## src/rtl/tir_pkg.sv

```systemverilog
package tir_pkg;

  // action a timer requests on its selected line in one cycle
  typedef enum logic [1:0] {
    PIN_IDLE  = 2'd0,
    PIN_HOLD  = 2'd1,
    PIN_PULSE = 2'd2,
    PIN_DROP  = 2'd3
  } pin_act_e;

  // write-one-to-clear hit on a status bit
  function automatic logic w1c_hit(input logic wr, input logic wbit, input logic cur);
    return wr & wbit & cur;
  endfunction

endpackage

```

## src/rtl/tir_timer_slot.sv

```systemverilog
module tir_timer_slot
  import tir_pkg::*;
#(
  parameter int IDX        = 0,
  parameter int ROUTE_W    = 5,
  parameter int LEG_LINE_A = 0,
  parameter int LEG_LINE_B = 8
) (
  input  logic                    clk,
  input  logic                    rst_n,
  input  logic                    fire_i,
  input  logic                    clr_i,
  input  logic                    en_i,
  input  logic                    level_i,
  input  logic                    msg_en_i,
  input  logic [ROUTE_W-1:0]      route_i,
  input  logic                    glb_en_i,
  input  logic                    legacy_i,
  input  logic                    sts_wr_i,
  input  logic                    sts_wbit_i,
  output logic                    sts_o,
  output logic [(1<<ROUTE_W)-1:0] set_o,
  output logic [(1<<ROUTE_W)-1:0] pls_o,
  output logic [(1<<ROUTE_W)-1:0] drop_o
);

  localparam int NUM_LINES = 1 << ROUTE_W;

  logic         msg_q;
  logic         sts_q;
  logic         armed;
  logic         live;
  logic         msg_rise;
  logic         drop;
  logic         pin_drop;
  logic         sts_nx;
  pin_act_e     act;
  logic [ROUTE_W-1:0] eff_route;

  // legacy override only exists for the first two timers
  generate
    if (IDX == 0) begin : g_leg_a
      assign eff_route = legacy_i ? ROUTE_W'(LEG_LINE_A) : route_i;
    end else if (IDX == 1) begin : g_leg_b
      assign eff_route = legacy_i ? ROUTE_W'(LEG_LINE_B) : route_i;
    end else begin : g_plain
      assign eff_route = route_i;
    end
  endgenerate

  always_comb begin
    armed    = en_i & glb_en_i;
    live     = fire_i & armed & ~msg_en_i;
    msg_rise = msg_en_i & ~msg_q;
    drop     = clr_i | w1c_hit(sts_wr_i, sts_wbit_i, sts_q)
             | (fire_i & ~armed) | msg_rise;
    pin_drop = (drop & ~msg_en_i) | msg_rise;
  end

  always_comb begin
    if (live) begin
      act = level_i ? PIN_HOLD : PIN_PULSE;
    end else if (pin_drop) begin
      act = PIN_DROP;
    end else begin
      act = PIN_IDLE;
    end
  end

  always_comb begin
    if (live && level_i) begin
      sts_nx = 1'b1;
    end else if (live || drop) begin
      sts_nx = 1'b0;
    end else begin
      sts_nx = sts_q;
    end
  end

  always_comb begin
    for (int l = 0; l < NUM_LINES; l++) begin
      set_o[l]  = (eff_route == ROUTE_W'(l)) && (act == PIN_HOLD);
      pls_o[l]  = (eff_route == ROUTE_W'(l)) && (act == PIN_PULSE);
      drop_o[l] = (eff_route == ROUTE_W'(l)) && (act == PIN_DROP);
    end
  end

  always_ff @(posedge clk) begin
    if (!rst_n) begin
      msg_q <= 1'b0;
      sts_q <= 1'b0;
    end else begin
      msg_q <= msg_en_i;
      sts_q <= sts_nx;
    end
  end

  assign sts_o = sts_q;

endmodule

```

## src/rtl/tir_legacy_ctl.sv

```systemverilog
module tir_legacy_ctl #(
  parameter int NUM_LINES = 32,
  parameter int PIT_LINE  = 0,
  parameter int RTC_LINE  = 8
) (
  input  logic                 clk,
  input  logic                 rst_n,
  input  logic                 legacy_i,
  input  logic                 pit_in_i,
  input  logic                 rtc_in_i,
  output logic                 pit_en_o,
  output logic [NUM_LINES-1:0] set_o,
  output logic [NUM_LINES-1:0] drop_o
);

  logic leg_q;
  logic pit_q;
  logic rtc_q;
  logic pit_en_q;
  logic leg_rise;
  logic leg_fall;
  logic pit_fwd;
  logic rtc_fwd;

  always_comb begin
    leg_rise = legacy_i & ~leg_q;
    leg_fall = ~legacy_i & leg_q;
    pit_fwd  = ~legacy_i & (pit_in_i ^ pit_q);
    // leaving legacy mode restores the line from the tracked level
    rtc_fwd  = ~legacy_i & ((rtc_in_i ^ rtc_q) | leg_fall);
  end

  always_comb begin
    set_o  = '0;
    drop_o = '0;
    set_o[PIT_LINE]  = pit_fwd & pit_in_i;
    drop_o[PIT_LINE] = (pit_fwd & ~pit_in_i) | leg_rise | leg_fall;
    set_o[RTC_LINE]  = rtc_fwd & rtc_in_i;
    drop_o[RTC_LINE] = (rtc_fwd & ~rtc_in_i) | leg_rise;
  end

  always_ff @(posedge clk) begin
    if (!rst_n) begin
      leg_q    <= 1'b0;
      pit_q    <= 1'b0;
      rtc_q    <= 1'b0;
      pit_en_q <= 1'b1;
    end else begin
      leg_q    <= legacy_i;
      pit_q    <= pit_in_i;
      rtc_q    <= rtc_in_i;
      pit_en_q <= ~legacy_i;
    end
  end

  assign pit_en_o = pit_en_q;

endmodule

```

## src/rtl/tir_line_bank.sv

```systemverilog
module tir_line_bank #(
  parameter int NUM_LINES = 32,
  parameter int INV_FROM  = 16
) (
  input  logic                 clk,
  input  logic                 rst_n,
  input  logic [NUM_LINES-1:0] set_i,
  input  logic [NUM_LINES-1:0] pls_i,
  input  logic [NUM_LINES-1:0] drop_i,
  output logic [NUM_LINES-1:0] irq_o
);

  logic [NUM_LINES-1:0] inv;
  logic [NUM_LINES-1:0] held_q;
  logic [NUM_LINES-1:0] held_nx;
  logic [NUM_LINES-1:0] act_nx;
  logic [NUM_LINES-1:0] irq_q;

  generate
    for (genvar l = 0; l < NUM_LINES; l++) begin : g_pol
      if (l >= INV_FROM) begin : g_low
        assign inv[l] = 1'b1;
      end else begin : g_high
        assign inv[l] = 1'b0;
      end
    end
  endgenerate

  // asserts dominate; a pulse leaves the line idle afterwards
  always_comb begin
    held_nx = set_i | (held_q & ~drop_i & ~pls_i);
    act_nx  = held_nx | pls_i;
  end

  always_ff @(posedge clk) begin
    if (!rst_n) begin
      held_q <= '0;
      irq_q  <= inv;
    end else begin
      held_q <= held_nx;
      irq_q  <= act_nx ^ inv;
    end
  end

  assign irq_o = irq_q;

endmodule

```

## src/rtl/tir_irq_router.sv

```systemverilog
module tir_irq_router #(
  parameter int NUM_TIMERS = 4,
  parameter int ROUTE_W    = 5,
  parameter int INV_FROM   = 16,
  parameter int PIT_LINE   = 0,
  parameter int RTC_LINE   = 8
) (
  input  logic                          clk,
  input  logic                          rst_n,
  input  logic [NUM_TIMERS-1:0]         fire_i,
  input  logic [NUM_TIMERS-1:0]         clr_i,
  input  logic [NUM_TIMERS-1:0]         tmr_en_i,
  input  logic [NUM_TIMERS-1:0]         tmr_level_i,
  input  logic [NUM_TIMERS-1:0]         tmr_msg_en_i,
  input  logic [NUM_TIMERS*ROUTE_W-1:0] tmr_route_i,
  input  logic                          glb_en_i,
  input  logic                          legacy_i,
  input  logic                          sts_wr_i,
  input  logic [NUM_TIMERS-1:0]         sts_wdata_i,
  input  logic                          pit_in_i,
  input  logic                          rtc_in_i,
  output logic [(1<<ROUTE_W)-1:0]       irq_o,
  output logic                          pit_en_o,
  output logic [NUM_TIMERS-1:0]         sts_o
);

  localparam int NUM_LINES = 1 << ROUTE_W;

  logic [NUM_LINES-1:0] slot_set  [NUM_TIMERS];
  logic [NUM_LINES-1:0] slot_pls  [NUM_TIMERS];
  logic [NUM_LINES-1:0] slot_drop [NUM_TIMERS];
  logic [NUM_LINES-1:0] leg_set;
  logic [NUM_LINES-1:0] leg_drop;
  logic [NUM_LINES-1:0] all_set;
  logic [NUM_LINES-1:0] all_pls;
  logic [NUM_LINES-1:0] all_drop;

  generate
    for (genvar t = 0; t < NUM_TIMERS; t++) begin : g_slot
      tir_timer_slot #(
        .IDX       (t),
        .ROUTE_W   (ROUTE_W),
        .LEG_LINE_A(PIT_LINE),
        .LEG_LINE_B(RTC_LINE)
      ) u_slot (
        .clk       (clk),
        .rst_n     (rst_n),
        .fire_i    (fire_i[t]),
        .clr_i     (clr_i[t]),
        .en_i      (tmr_en_i[t]),
        .level_i   (tmr_level_i[t]),
        .msg_en_i  (tmr_msg_en_i[t]),
        .route_i   (tmr_route_i[t*ROUTE_W +: ROUTE_W]),
        .glb_en_i  (glb_en_i),
        .legacy_i  (legacy_i),
        .sts_wr_i  (sts_wr_i),
        .sts_wbit_i(sts_wdata_i[t]),
        .sts_o     (sts_o[t]),
        .set_o     (slot_set[t]),
        .pls_o     (slot_pls[t]),
        .drop_o    (slot_drop[t])
      );
    end
  endgenerate

  tir_legacy_ctl #(
    .NUM_LINES(NUM_LINES),
    .PIT_LINE (PIT_LINE),
    .RTC_LINE (RTC_LINE)
  ) u_legacy (
    .clk     (clk),
    .rst_n   (rst_n),
    .legacy_i(legacy_i),
    .pit_in_i(pit_in_i),
    .rtc_in_i(rtc_in_i),
    .pit_en_o(pit_en_o),
    .set_o   (leg_set),
    .drop_o  (leg_drop)
  );

  always_comb begin
    all_set  = leg_set;
    all_pls  = '0;
    all_drop = leg_drop;
    for (int t = 0; t < NUM_TIMERS; t++) begin
      all_set  = all_set  | slot_set[t];
      all_pls  = all_pls  | slot_pls[t];
      all_drop = all_drop | slot_drop[t];
    end
  end

  tir_line_bank #(
    .NUM_LINES(NUM_LINES),
    .INV_FROM (INV_FROM)
  ) u_lines (
    .clk   (clk),
    .rst_n (rst_n),
    .set_i (all_set),
    .pls_i (all_pls),
    .drop_i(all_drop),
    .irq_o (irq_o)
  );

endmodule

```

## config.mk

```make
export PLATFORM = sky130hd
export DESIGN_NAME = tir_irq_router
export DESIGN_NICKNAME = d
export VERILOG_FILES = /design/src/rtl/tir_pkg.sv /design/src/rtl/tir_timer_slot.sv /design/src/rtl/tir_legacy_ctl.sv /design/src/rtl/tir_line_bank.sv /design/src/rtl/tir_irq_router.sv
export SDC_FILE = /design/constraint.sdc
export NUM_CORES = 1
export LEC_CHECK = 0
export BUFFER_PORTS_ARGS = -buffer_cell sky130_fd_sc_hd__buf_2
export CORE_AREA = 5 5 89 132
export DETAILED_ROUTE_END_ITERATION = 8
export DIE_AREA = 0 0 94 137
export GPL_TIMING_DRIVEN = 0
export PLACE_DENSITY = 0.81
export SLEW_MARGIN = 10
export SYNTH_ARGS = -nofsm -noshare
export SYNTH_HDL_FRONTEND = slang
export SYNTH_SLANG_ARGS = --single-unit
```

## constraint.sdc

```tcl
create_clock -name clk -period 2.6 [get_ports clk]
set_clock_uncertainty 0.1 [all_clocks]
set_input_delay 0.26 -clock clk [delete_from_list [all_inputs] [get_ports clk]]
set_output_delay 0.26 -clock clk [all_outputs]
set_load 0.03 [all_outputs]
```

======== After elaboration in Yosys (flattened, before gate mapping) ========
Cells that the tools add are included.
word-level totals
  flip-flop bits (word level) ............. 76
cells by class
  equality and inequality tests ........... 136
  multiplexer cells ....................... 22
  bitwise gates (word level) .............. 96
  reductions and logical operators ........ 400
operators with widths
  kind                number
  $logic_and 1x1->1   388
  $or 32x32->32       11
  $eq 5x5->1 const B  64
  $eq 5x4->1 const B  32
  $eq 5x3->1 const B  16
  $and 32x32->32      2
  $not 32->32         2
  $or 9x32->32        2
  $and 1x1->1         40
  $eq 5x2->1 const B  8
  $mux 2              12
  $eq 5x1->1 const B  4
  $logic_not 5->1     4
  $or 1x1->1          20
  $eq 2x2->1 const B  8
  $not 1->1           16
  $not 16->16         1
  $mux 5              2
  $eq 2x1->1 const B  4
  $mux 1              8
  $reduce_bool 2->1   4
  $logic_or 1x1->1    4
  $xor 1x1->1         2

======== Logic depth before layout (Yosys ltp) ========
  depth in word-level cells ............... 21
  gate-level depth with buffers ........... 10
  depth with buffers taken out ............ 6

======== By module ========
A second synthesis with hierarchy kept.
unflattened totals
  cell total of the unflattened synthesis .. 1,184
  area, all modules ....................... 7,249.5 um2
modules (own cells, without submodules)
  module                                 times used  cells an instance  area each (um2)
  tir_line_bank                          1           199                2,297.2
  tir_timer_slot (g_slot[2].u_slot ...)  2           169                798.3
  tir_irq_router                         1           224                1,041.0
  tir_timer_slot (g_slot[1].u_slot)      1           173                874.6
  tir_timer_slot (g_slot[0].u_slot)      1           171                828.3
  tir_legacy_ctl                         1           79                 611.8

======== Least setup slack after synthesis ========
No wires, ideal clock.
  path kind ............................... in2reg
  start point ............................. input port tmr_route_i[4]
  end point ............................... register u_lines.irq_q[6] (netlist: u_lines.irq_o[6])
  setup time .............................. 125 ps
  arrival ................................. 1,797 ps
  path slack .............................. 577 ps
  stages on the path ...................... 6
  path buffers ............................ 0
  path through ............................ or4b_4 or2_1 o22ai_1 a221oi_1 and2_1 o41a_1
between the ends
  word-level cells in the longest chain between the ends .. 12
ends and longest elaborated chain
  element                      RTL line                                                          source
  from (decl)                  tir_irq_router.sv:15                                              input logic [NUM_TIMERS*ROUTE_W-1:0] tmr_route_i,
  $mux 5 (*)                   tir_timer_slot.sv:43                                              assign eff_route = legacy_i ? ROUTE_W'(LEG_LINE_A) : route_i;
  $eq 5x3->1 (*)               tir_timer_slot.sv:82, tir_timer_slot.sv:83, tir_timer_slot.sv:84
  $logic_and 1x1->1            tir_timer_slot.sv:84                                              drop_o[l] = (eff_route == ROUTE_W'(l)) && (act == PIN_DROP);
  $or 9x32->32                 tir_irq_router.sv:88                                              all_drop = all_drop | slot_drop[t];
  $or 32x32->32 (3 in a row)   tir_irq_router.sv:88
  $not 32->32                  tir_line_bank.sv:31                                               held_nx = set_i | (held_q & ~drop_i & ~pls_i);
  $and 32x32->32 (2 in a row)  tir_line_bank.sv:31
  $or 32x32->32                tir_line_bank.sv:31
  $or 32x32->32 (*)            tir_line_bank.sv:32                                               act_nx = held_nx | pls_i;
  to (signal assigned)         tir_line_bank.sv:38                                               irq_q <= inv;
  to (signal assigned)         tir_line_bank.sv:41                                               irq_q <= act_nx ^ inv;
  to (decl)                    tir_line_bank.sv:17                                               logic [NUM_LINES-1:0] irq_q;
Every way passes the cells marked *; elsewhere a longest branch is shown, timed or not.
A chain may end at the register's enable or synchronous reset.

======== Worst setup path in the final report ========
  start point ............................. input port tmr_msg_en_i[0]
  end point ............................... register u_lines.irq_q[8] (netlist: u_lines.irq_o[8])
between the ends
  word-level cells in the longest chain between the ends .. 17
ends and longest elaborated chain
  element                      RTL line              source
  from (decl)                  tir_irq_router.sv:14  input logic [NUM_TIMERS-1:0] tmr_msg_en_i,
  $and 1x1->1                  tir_timer_slot.sv:54  msg_rise = msg_en_i & ~msg_q;
  $or 1x1->1                   tir_timer_slot.sv:56  | (fire_i & ~armed) | msg_rise;
  $and 1x1->1                  tir_timer_slot.sv:57  pin_drop = (drop & ~msg_en_i) | msg_rise;
  $or 1x1->1                   tir_timer_slot.sv:57
  $mux 2                       tir_timer_slot.sv:63  end else if (pin_drop) begin
  $mux 2 (*)                   tir_timer_slot.sv:61  if (live) begin
  $eq 2x2->1                   tir_timer_slot.sv:84
  $logic_and 1x1->1            tir_timer_slot.sv:84
  $or 9x32->32                 tir_irq_router.sv:88
  $or 32x32->32 (3 in a row)   tir_irq_router.sv:88
  $not 32->32                  tir_line_bank.sv:31
  $and 32x32->32 (2 in a row)  tir_line_bank.sv:31
  $or 32x32->32                tir_line_bank.sv:31
  $or 32x32->32 (*)            tir_line_bank.sv:32
Marked as above.

==> impl_metrics.py <==
metrics = {
    "clock_network": {
        "clockRootBuffer": "clkbuf_16",
        "cts.sinks": 76,
        "cts_tree": "done",
        "numCtsBuffers": 9,
        "clk_latency_ns": 0.35,
        "path_clk_slew_ns": 0.06,
        "h-tree-depth": 3,
        "clk_path_buf_depth": 2,
    },
    "final_layout": {
        "num-nets-final": 1001,
        "n_antenna_cell": 0,
        "final_common_cell": "nand2_1",
        "layout_common_cells": "140 x nand2_1, 123 x nor2_1, 104 x buf_2",
        "drive_above_1_share_pct": 15.7,
        "area_growth_pct": 15.7,
        "fill_cells": 1004,
    },
    "worst_setup_path": {
        "critPathLaunchType": "input port",
        "crit_arrival_ns": 2.65,
        "crit_fanout": 10,
        "required_ns": 2.68,
        "cp-end-kind": "register",
        "worstSetupPathType": "input port to register",
    },
    "sta": {
        "tightestPinTransition_ns": 0.954,
        "rsz0062_at_grt": "yes",
        "fmax_mhz": 389,
        "setup_violations": 0,
        "period_needed_ns": 2.57,
        "slew_viol_final": 0,
        "hold_viol_final": 0,
        "relSlewSlack_pct": 36.4,
        "whs_ns": 0.0486,
        "fin_setup_tns_ns": 0,
        "timing.final.crit_share_pct": 98.8,
    },
    "outcome": {
        "violations": "DRC",
        "outcome": "finished with violations",
    },
    "drt": {
        "met1_length_um": 9620,
        "route.detailed.drc": 10,
        "dr.pass1.iters": 9,
        "via_count": 8173,
        "ant_nets": 0,
        "vias_per_cell": 7.44,
        "avgRoutedWirePerCell_um": 26.6,
        "wl_met2_um": 12400,
        "met3_length_um": 4230,
        "drt-total-wl_um": 29200,
        "dr.max_layer_used": "met4",
        "drt_iter0_markers": 1701,
    },
    "floorplan": {
        "start_util_pct": 57.5,
        "die_y_um": 137,
        "io-pin-count": 88,
        "dieArea_um2": 12900,
        "core_area_um2": 10500,
        "die_w_um": 94,
        "core.rowCount": 46,
    },
    "synth": {
        "synth_edf_count": 0,
        "avgSynthCellArea_um2": 7.02,
        "netlist_instances": 858,
        "ys_types": 70,
        "ys_ff_latch": 76,
        "syn_nets": 909,
        "ys.flop_type": "dfxtp_1",
        "async_flop_share_pct": 0,
        "synth_warnings": 0,
        "synth_area_um2": 6020,
        "yosysSeqAreaShare_pct": 25.3,
    },
    "power_and_ir_drop": {
        "p_per_area_nw_per_um2": 458,
        "p_int_uw": 2260,
        "ir_drop_uv": 344,
        "p_switching_uw": 937,
        "pwr-share-comb_pct": 17.0,
        "seqPwrFrac_pct": 37.1,
        "power_uw": 3200,
        "p_leak_uw": 0.00247,
        "p_sw_share_pct": 29.3,
        "p_clk_share_pct": 45.8,
    },
    "placed_design": {
        "numPortBuffers": 81,
        "dp_hpwl_um": 20300,
        "gp_congestion": 1.15,
    },
    "global_routing": {
        "antenna_found_initial": 0,
        "grt-ovfl-total": 0,
        "grt_max_degree": 13,
        "first_global_vias": 7509,
        "grt_use_total_pct": 44.5,
        "grt_pass1_wl_um": 42400,
    },
    "worst_hold_path": {
        "hold_class": "input port to register",
    },
    "flow_run": {
        "drv_cap": 0,
    },
}
==> metal layers <==
metal | vias to the layer above | track usage, %
met3 | 291 | 15.9
met1 | 3627 | 50.0
met2 | 842 | 68.9
met4 | 0 | 32.4
met5 | - | 0
li1 | 3413 | -
==> area by class of cell <==
cell class | count | area [µm²] | share of cell area [%]
tap | 144 | 180 | 2.58
timing repair buffer | 81 | 405 | 5.82
inverter | 6 | 22.5 | 0.323
clock inverter | 4 | 98.8 | 1.42
clock buffer | 11 | 233 | 3.34
sequential | 76 | 1520 | 21.8
buffer | 65 | 305 | 4.38
multi-input combinational | 711 | 4200 | 60.3
==> critical path, stage by stage <==
cell	delay (ns)
buf_2	0.15
nand4b_1	0.30
nor2_2	0.65
clkbuf_1	0.75
o21ai_0	0.27
nand2_1	0.12
a41oi_1	0.14
==> worst paths after layout <==
path,to,start,slack [ns],cells past startpoint
max,u_lines.irq_o[8],tmr_msg_en_i[0],0.03,7
min,u_legacy.rtc_q,rtc_in_i,0.05,2
max reg2reg,u_lines.irq_o[29],g_slot[0].u_slot.sts_o,0.06,6
min reg2reg,u_lines.held_q[4],u_lines.held_q[4],0.38,2
==> stage by stage <==
stage / util (%) / cell area, µm² / setup WS (ns) / cells
final: 66.5 / 6970 / 0.0303 / 1098
after global routing: 66.5 / 6970 / -0.0141 / 1098
after CTS: 66.5 / 6960 / 0.0788 / 1098
after detailed placement: 63.1 / 6610 / -0.260 / 1083
after global placement: 63.1 / 6610 / -0.266 / 1083
after floorplan: - / 6020 / 0.577 / 858
==> power groups by stage <==
stage	clock network, µW	registers, µW	logic (µW)
after floorplan	0	1220	264
after global placement	0	1210	493
after detailed placement	0	1210	493
after CTS	1460	1190	500
after global routing	1510	1190	549
final	1470	1190	544
==> flip-flops by register name, summed over array words and instances, names as in the netlist <==
name                 cells
u_lines.held_q          32
u_lines.irq_o           32
g_slot.u_slot.msg_q      4
g_slot.u_slot.sts_o      4
u_legacy.leg_q           1
u_legacy.pit_en_o        1
u_legacy.pit_q           1
u_legacy.rtc_q           1
==> cell families (layout without fill, tap and decap cells) <==
group	Yosys count	in the layout	share of synthesized area, %
DFF	76	76	25.3
AOI/OAI and AO/OA	262	262	32.5
buffers and inverters	71	167	5.42
and+or+nand+nor	449	449	36.8
==> synth_stat cells (all sizes together), types with 3 or more instances <==
cell type | n | area share, %
nand3b | 9 | 1.1
o2bb2ai | 11 | 1.6
o221ai | 8 | 1.2
a21oi | 33 | 2.7
and3b | 5 | 0.73
buf | 36 | 3.2
nor3 | 28 | 2.3
nor3b | 6 | 0.75
or2 | 12 | 1.2
inv | 6 | 0.37
or3 | 3 | 0.31
nand4b | 5 | 0.73
a31oi | 4 | 0.42
o21ai | 23 | 1.9
or4b | 6 | 1.1
and3 | 8 | 0.83
a221oi | 18 | 3.2
and4b | 4 | 0.66
dfxtp | 76 | 25
a22o | 12 | 1.7
o21a | 11 | 1.4
o22ai | 36 | 3.7
a211o | 4 | 0.58
o31a | 7 | 1.0
nand2b | 13 | 1.4
nand3 | 26 | 2.2
nor2b | 11 | 1.1
a221o | 12 | 2.0
clkbuf | 29 | 1.8
a22oi | 21 | 2.6
o32ai | 3 | 0.44
a211oi | 16 | 2.0
nand4 | 3 | 0.31
nor2 | 126 | 7.9
nor4bb | 3 | 0.50
nor4 | 8 | 0.83
and2 | 20 | 2.1
o211ai | 16 | 2.0
or4 | 3 | 0.37
nand2 | 140 | 8.7
o31ai | 8 | 1.0
==> repair_timing <==
item                       in CTS  in global routing
hold buffers                    0                  0
setup endpoints to repair       4                 40
buffers inserted                0                  0
resized for setup               2                  5
Power figures use the tool's default switching activity.
